[config.mk]
export PLATFORM = sky130hd
export DESIGN_NAME = vol_ramp_att
export DESIGN_NICKNAME = d
export VERILOG_FILES = /design/src/rtl/att_pkg.sv /design/src/rtl/att_step_ctrl.sv /design/src/rtl/att_scale.sv /design/src/rtl/att_channel.sv /design/src/rtl/vol_ramp_att.sv
export SDC_FILE = /design/constraint.sdc
export NUM_CORES = 2
export LEC_CHECK = 0
export ABC_AREA = 1
export BUFFER_PORTS_ARGS = -buffer_cell sky130_fd_sc_hd__buf_4
export CAP_MARGIN = 20
export CELL_PAD_IN_SITES_DETAIL_PLACEMENT = 1
export CELL_PAD_IN_SITES_GLOBAL_PLACEMENT = 1
export CORE_ASPECT_RATIO = 1.2
export CORE_MARGIN = 10
export CORE_UTILIZATION = 35
export CTS_CLUSTER_DIAMETER = 30
export DETAILED_ROUTE_END_ITERATION = 7
export MAX_ROUTING_LAYER = met4
export PLACE_DENSITY_LB_ADDON = 0.1
export REMOVE_ABC_BUFFERS = 1
export SLEW_MARGIN = 20
export SYNTH_ARGS = -nofsm -noshare
export SYNTH_HDL_FRONTEND = slang
export SYNTH_SLANG_ARGS = --single-unit
[constraint.sdc]
create_clock -name clk -period 20.4 [get_ports clk]
set_input_delay 3.06 -clock clk [delete_from_list [all_inputs] [get_ports clk]]
set_output_delay 3.06 -clock clk [all_outputs]
set_load 0.01 [all_outputs]
[src/rtl/att_pkg.sv]
package att_pkg;
   localparam int CODE_W     = 8;
   localparam int NUM_STEPS  = 128;
   localparam logic [CODE_W-1:0] CODE_FULL  = 8'd255;
   localparam logic [CODE_W-1:0] CODE_FLOOR = 8'd128;

   // unsigned fixed-point gain with gw fraction bits for a level code
   function automatic longint att_gain(input int code, input int gw);
      real lin;
      lin = 10.0 ** ((real'(code) - 255.0) / 40.0);
      return longint'($rtoi(lin * (2.0 ** gw) + 0.5));
   endfunction
endpackage

[src/rtl/att_step_ctrl.sv]
module att_step_ctrl #(
   parameter int STEP_SAMPLES = 8
) (
   input  logic       clk,
   input  logic       rst_n,
   input  logic       smp_vld,
   input  logic [7:0] tgt_code,
   input  logic       mute,
   output logic [7:0] level,
   output logic       busy
);
   localparam int TW = $clog2(STEP_SAMPLES);
   localparam logic [TW-1:0] T_LAST = TW'(STEP_SAMPLES - 1);

   logic [7:0]    level_q;
   logic [7:0]    eff;
   logic [TW-1:0] tmr_q;

   always_comb begin
      if (mute || tgt_code <= att_pkg::CODE_FLOOR) eff = att_pkg::CODE_FLOOR;
      else                                         eff = tgt_code;
   end

   always_ff @(posedge clk) begin
      if (!rst_n) begin
         level_q <= att_pkg::CODE_FULL;
         tmr_q   <= '0;
      end else if (level_q == eff) begin
         tmr_q <= '0;
      end else if (smp_vld) begin
         if (tmr_q == T_LAST) begin
            tmr_q   <= '0;
            level_q <= (level_q > eff) ? level_q - 8'd1 : level_q + 8'd1;
         end else begin
            tmr_q <= tmr_q + TW'(1);
         end
      end
   end

   assign level = level_q;
   assign busy  = (level_q != eff);

   a_r1_level_range: assert property (@(posedge clk) disable iff (!rst_n)
      level_q >= att_pkg::CODE_FLOOR);

   a_r4_single_step: assert property (@(posedge clk) disable iff (!rst_n)
      (level_q != $past(level_q)) |->
         (level_q == $past(level_q) + 8'd1 || level_q == $past(level_q) - 8'd1));

   a_r10_step_needs_sample: assert property (@(posedge clk) disable iff (!rst_n)
      !smp_vld |=> $stable(level_q));

   a_r8_idle_holds: assert property (@(posedge clk) disable iff (!rst_n)
      !busy |=> $stable(level_q));
endmodule

[src/rtl/att_scale.sv]
module att_scale #(
   parameter int DATA_W = 24,
   parameter int GAIN_W = 20
) (
   input  logic signed [DATA_W-1:0] samp,
   input  logic        [GAIN_W:0]   gain,
   output logic signed [DATA_W-1:0] res
);
   localparam int PW = DATA_W + GAIN_W + 2;
   localparam logic signed [PW-1:0] HALF = PW'(1) <<< (GAIN_W - 1);
   localparam logic signed [PW-1:0] MAXV = (PW'(1) <<< (DATA_W - 1)) - PW'(1);
   localparam logic signed [PW-1:0] MINV = -(PW'(1) <<< (DATA_W - 1));

   logic signed [GAIN_W+1:0] g_s;
   logic signed [PW-1:0]     prod, shf;

   assign g_s  = $signed({1'b0, gain});
   assign prod = PW'(samp) * PW'(g_s);
   assign shf  = (prod + HALF) >>> GAIN_W;

   always_comb begin
      if (shf > MAXV)      res = DATA_W'(MAXV);
      else if (shf < MINV) res = DATA_W'(MINV);
      else                 res = shf[DATA_W-1:0];
   end
endmodule

[src/rtl/att_channel.sv]
module att_channel #(
   parameter int DATA_W       = 24,
   parameter int GAIN_W       = 20,
   parameter int STEP_SAMPLES = 8
) (
   input  logic              clk,
   input  logic              rst_n,
   input  logic              in_valid,
   input  logic [DATA_W-1:0] in_smp,
   input  logic [7:0]        tgt_code,
   input  logic              mute,
   input  logic              dis,
   output logic [DATA_W-1:0] out_smp,
   output logic              busy
);
   logic [7:0]              level;
   logic [GAIN_W:0]         gtab [att_pkg::NUM_STEPS];
   logic signed [DATA_W-1:0] scaled;
   logic [DATA_W-1:0]       out_q;

   for (genvar i = 0; i < att_pkg::NUM_STEPS; i++) begin : g_rom
      assign gtab[i] = (GAIN_W+1)'(att_pkg::att_gain(i + att_pkg::NUM_STEPS, GAIN_W));
   end

   att_step_ctrl #(.STEP_SAMPLES(STEP_SAMPLES)) u_ctrl (
      .clk(clk), .rst_n(rst_n), .smp_vld(in_valid), .tgt_code(tgt_code),
      .mute(mute), .level(level), .busy(busy)
   );

   att_scale #(.DATA_W(DATA_W), .GAIN_W(GAIN_W)) u_scale (
      .samp($signed(in_smp)), .gain(gtab[level[6:0]]), .res(scaled)
   );

   always_ff @(posedge clk) begin
      if (!rst_n)
         out_q <= '0;
      else if (in_valid)
         out_q <= (dis || level == att_pkg::CODE_FLOOR) ? '0 : scaled;
   end

   assign out_smp = out_q;

   a_r6_disable_zero: assert property (@(posedge clk) disable iff (!rst_n)
      (in_valid && dis) |=> (out_q == '0));

   a_r3_floor_zero: assert property (@(posedge clk) disable iff (!rst_n)
      (in_valid && level == att_pkg::CODE_FLOOR) |=> (out_q == '0));
endmodule

[src/rtl/vol_ramp_att.sv]
module vol_ramp_att #(
   parameter int NUM_CH       = 2,
   parameter int DATA_W       = 24,
   parameter int GAIN_W       = 20,
   parameter int STEP_SAMPLES = 8
) (
   input  logic                     clk,
   input  logic                     rst_n,
   input  logic                     in_valid,
   input  logic [NUM_CH*DATA_W-1:0] in_data,
   input  logic [NUM_CH*8-1:0]      tgt_code,
   input  logic [NUM_CH-1:0]        mute,
   input  logic [NUM_CH-1:0]        dis,
   output logic                     out_valid,
   output logic [NUM_CH*DATA_W-1:0] out_data,
   output logic [NUM_CH-1:0]        ramp_busy
);
   if (NUM_CH < 1)                   $error("NUM_CH must be at least 1");
   if (DATA_W < 8 || DATA_W > 32)    $error("DATA_W out of range");
   if (GAIN_W < 12 || GAIN_W > 30)   $error("GAIN_W out of range");
   if (STEP_SAMPLES < 2)             $error("STEP_SAMPLES must be at least 2");

   logic vld_q;

   always_ff @(posedge clk) begin
      if (!rst_n) vld_q <= 1'b0;
      else        vld_q <= in_valid;
   end
   assign out_valid = vld_q;

   for (genvar k = 0; k < NUM_CH; k++) begin : g_ch
      att_channel #(
         .DATA_W(DATA_W), .GAIN_W(GAIN_W), .STEP_SAMPLES(STEP_SAMPLES)
      ) u_ch (
         .clk(clk), .rst_n(rst_n), .in_valid(in_valid),
         .in_smp(in_data[k*DATA_W +: DATA_W]),
         .tgt_code(tgt_code[k*8 +: 8]),
         .mute(mute[k]), .dis(dis[k]),
         .out_smp(out_data[k*DATA_W +: DATA_W]),
         .busy(ramp_busy[k])
      );
   end

   a_r4_valid_latency: assert property (@(posedge clk) disable iff (!rst_n)
      in_valid |=> out_valid);
endmodule

==> metrics.md <==
| Metric | Value |
|---|---|
| Run status | `completed` |
| Register-to-Register Path Depth | `36` |
| Clock latency on the worst-skew pair | `0.41 ns` |
| Top Ports | `122` |
| Fraction of registers with async set or reset after synthesis | `0%` |
| Clock Power Share | `roughly 33%` |
| Number of buffers and inverters on the critical path | `9` |
| CTS Buf Count | `9` |
| Switching power summed over all nets | `0.263 mW` |
| Compound-gate portion of the synthesized area | `between 8 and 9%` |
| Total of max-cap violations | `0` |
| DR WL/cell | `23.8 um` |
| Total of hold buffers inserted after clock tree synthesis | `0` |
| Worst-path clk slew | `roughly 0.070 ns` |
| Max-slew violation count | `0` |
| Standby leakage power | `26.9 nW` |
| Starting density of the core | `35.2%` |
| Delay of the slowest cell on the worst path | `roughly 1 ns` |
| Final core occ | `37.3%` |
| Via count | `~41000` |
| Site row count | `about 150` |
| Relative contribution of combinational cells to total power | `42.3%` |
| Post-Synth XOR/XNOR Area | `approximately 1.6%` |
| Syn Inst Count | `6273` |
| Max clock buf depth | `2` |
| Number of synthesized register bits | `about 70` |
| Sw Ratio | `44.4%` |
| Maximum fanout along the worst path | `23` |
| Number of flops mapped to enable cells by yosys | `0` |
| VDD IR max | `roughly 0.000047 V` |
| Fmax achieved | `roughly 86 MHz` |
| Final critical path time including I/O delays and setup | `between 10 and 15 ns` |
| Number of non-filler instances in the completed layout | `7993` |
| Biggest area contributors in the synthesized netlist | `sky130_fd_sc_hd__fa_1 43%, sky130_fd_sc_hd__inv_1 12%, sky130_fd_sc_hd__ha_1 11%` |
| Worst path required time | `approximately 21 ns` |
| Path class of the lowest-slack min-delay path | `flip-flop to flip-flop` |
| Proportion of synthesized chip area in sequential cells | `under 10%` |
| Area Growth Syn to Fin | `5.96%` |
| Final setup TNS | `0 ns` |
| Count of final hold-check violations | `0` |
| Startpoint Class | `flip-flop` |
| Post-detailed-route via-to-cell ratio | `about 5` |
| Placeable core region | `between 100000 and 150000 sq um` |
| Sequential share of power | `approximately a quarter` |
| Critical path's top delay family | `adder cells` |
| Worst-path cell with the longest stage delay | `sky130_fd_sc_hd__fa_1` |
| Arr. time, crit path | `~12 ns` |
| Placer congestion estimate | `a little under 1` |
| RSZ-0062 raised after global routing | `false` |
| Least-Margin Pin Slew | `around 1.1 ns` |
| Total Nets Final | `7689` |
| Total Wirelength | `roughly 190 mm` |
| Simple-gate portion of the synthesized area | `a little under a fifth` |
| Crit end category | `flip-flop` |
| Via count of the first global-routing pass | `between 40000 and 50000` |
| Commonest cells after routing, fill and taps aside | `1507 x sky130_fd_sc_hd__inv_1, 1334 x sky130_fd_sc_hd__nand2_1, 1012 x sky130_fd_sc_hd__fa_1` |
| Cell mode on critical path | `sky130_fd_sc_hd__inv_1` |
| Largest net degree at the start of global routing | `around 70` |
| Reg-to-reg critical path startpoint | `g_ch[0].u_ch.u_ctrl.level[0]` |
| Number of optimization iterations in the first detailed-route pass | `5` |
| Congestion Overflow GR | `0` |
| Worst setup path class | `flip-flop to flip-flop` |
| Setup Fix Bufs, Post-CTS | `0` |
| Netlist area before placement | `47100 sq um` |
| Wire length of the first global-routing pass | `between 200 and 300 mm` |
| Number of cells in the design after placement | `7976` |
| Die Height | `about 420 um` |
| Min-Delay Startpoint | `g_ch[1].u_ch.out_smp[3]` |
| Synthesis Warnings | `0` |
| Pwr/cell area | `approximately 12 nW/um^2` |
| Most common cell after layout, fill and taps aside | `sky130_fd_sc_hd__inv_1` |
| Initial antenna violation count | `1` |
| Number of violations reported at the end of detailed-routing iteration 0 | `approximately 2000` |
| Hold Path Depth | `2` |
| Slew HR | `roughly 28%` |
| Number of endpoints failing setup at the final stage | `0` |
| Int Power | `0.329 mW` |
| Slack of the worst reg-to-reg path | `8.83 ns` |
| Global Route Usage Sum | `a little over a quarter` |
| Commonest register cell after synthesis | `sky130_fd_sc_hd__dfxtp_1` |
| Chip Width | `about 350 um` |
| Drt drc | `0` |
| Clock tree sinks | `between 70 and 80` |
| Master cell of the clock root buffer | `sky130_fd_sc_hd__clkbuf_16` |
| Post-route fraction of the period consumed by the critical path | `a little under three fifths` |
| I/O Buffers | `121` |
| Overall die area | `150000 sq um` |
| Total half-perimeter wirelength after legalization and detailed placement | `159 mm` |
| Number of gates given a new drive strength after cts | `0` |
| Max H-tree Level | `3` |
| R2r endpoint | `g_ch[0].u_ch.out_smp[1]` |
| Average cell area after synthesis | `7.51 sq um` |
| Skew final | `0.00818 ns` |
| Largest family of logic cells by synthesized area | `adder cells` |
| Multiplexer fraction of the synthesized cell area | `0%` |
| Hold slack final | `0.468 ns` |
| ANT nets after route | `0` |
| Portion of synthesized cell area occupied by the leading cell type | `43.0%` |
| Post-Synth Adder-Cell Area | `between 50% and 60%` |
| Clock tree from TritonCTS | `done` |
| Share of post-route cells with drive strength above 1 | `4.05%` |
| Library cells used by synthesis | `between 60 and 70` |
| Worst-case hold path end point | `g_ch[1].u_ch.out_smp[3]` |
| Cell type with the largest total area after synthesis | `sky130_fd_sc_hd__fa_1` |
==> through the flow <==
step           setup slack, ns  power, mW  instance area (sq um)
2_1_floorplan            10.49      0.279                  46000
3_3_place_gp              9.22      0.403                  49600
4_1_cts                   8.77      0.605                  49900
5_1_grt                   7.80      0.632                  49900
3_5_place_dp              8.79      0.405                  49600
6_report                  8.83      0.591                  49900
==> worst max-delay path by stage <==
stage | from | endpoint | slack (ns) | cells after the start
final | g_ch[0].u_ch.u_ctrl.level[0] | g_ch[0].u_ch.out_smp[1] | 8.83 | 36
after global placement | g_ch[0].u_ch.u_ctrl.level[0] | g_ch[0].u_ch.out_smp[0] | 9.22 | 35
after detailed placement | g_ch[0].u_ch.u_ctrl.level[0] | g_ch[0].u_ch.out_smp[20] | 8.79 | 38
after floorplan | in_data[23] | g_ch[0].u_ch.out_smp[15] | 10.49 | 28
after CTS | g_ch[0].u_ch.u_ctrl.level[0] | g_ch[0].u_ch.out_smp[1] | 8.77 | 38
after global routing | g_ch[0].u_ch.u_ctrl.level[0] | g_ch[0].u_ch.out_smp[22] | 7.80 | 39
==> cell usage after synthesis (all sizes together), types with 15 or more instances <==
library cell	instances
o21ai	169
o221ai	18
nand4	15
buf	80
nand2	1347
o31ai	17
fa	1012
nand3	141
clkinv	18
a31oi	41
xor2	48
a21o	19
inv	1521
clkbuf	177
nor2	677
o211ai	35
a21oi	270
ha	407
dfxtp	71
xnor2	39
nor3	36
==> flip-flops by register name, indices dropped and copies added (netlist names) <==
name and count:
g_ch.u_ch.out_smp 48, out_valid 1, g_ch.u_ch.u_ctrl.tmr_q 6, g_ch.u_ch.u_ctrl.level 16
==> layer usage <==
layer,vias to the layer above,track usage (%),wire length [um]
met3,367,2.23,5540
met5,-,-,0
met4,0,12.1,10500
met1,21456,27.4,69500
met2,873,50.5,105000
li1,18464,-,-
==> power groups by stage <==
stage | Sequential [mW] | Clock [mW] | Combinational (mW)
CTS | 0.148 | 0.202 | 0.255
global placement | 0.152 | 0 | 0.252
floorplan | 0.153 | 0 | 0.125
detailed placement | 0.152 | 0 | 0.253
finish | 0.148 | 0.193 | 0.250
global route | 0.149 | 0.206 | 0.277
==> worst reg2reg max path: cells and delay by family, from the launching register on <==
kind | cells | cell delay (ns)
adders and majority gates | 9 | 5.11
buffers and inverters | 9 | 2.40
and+or+nand+nor | 8 | 1.55
AOI/OAI and AO/OA | 9 | 1.39
DFF | 1 | 0.68
xor gates and xnor gates | 1 | 0.29
==> cell families after synthesis <==
| kind of cell | Yosys count |
|---|---|
| AND/OR/NAND/NOR | 2242 |
| buffers and inverters | 1796 |
| adder cells (fa/ha/maj) | 1419 |
| AO/OA/AOI/OAI | 657 |
| XOR/XNOR | 87 |
| flip-flops | 71 |
| other | 1 |
==> area by class of cell <==
class	instances	area, sq um
clock buffers	9	225
clock inverters	7	101
diodes	1	2.50
multi-input cells	4407	38900
inverters	1539	5780
flip-flops and latches	71	1420
well taps	1788	2240
repair buffers	171	1280
fillers	16581	83800
(Power assumes the default switching activity.)
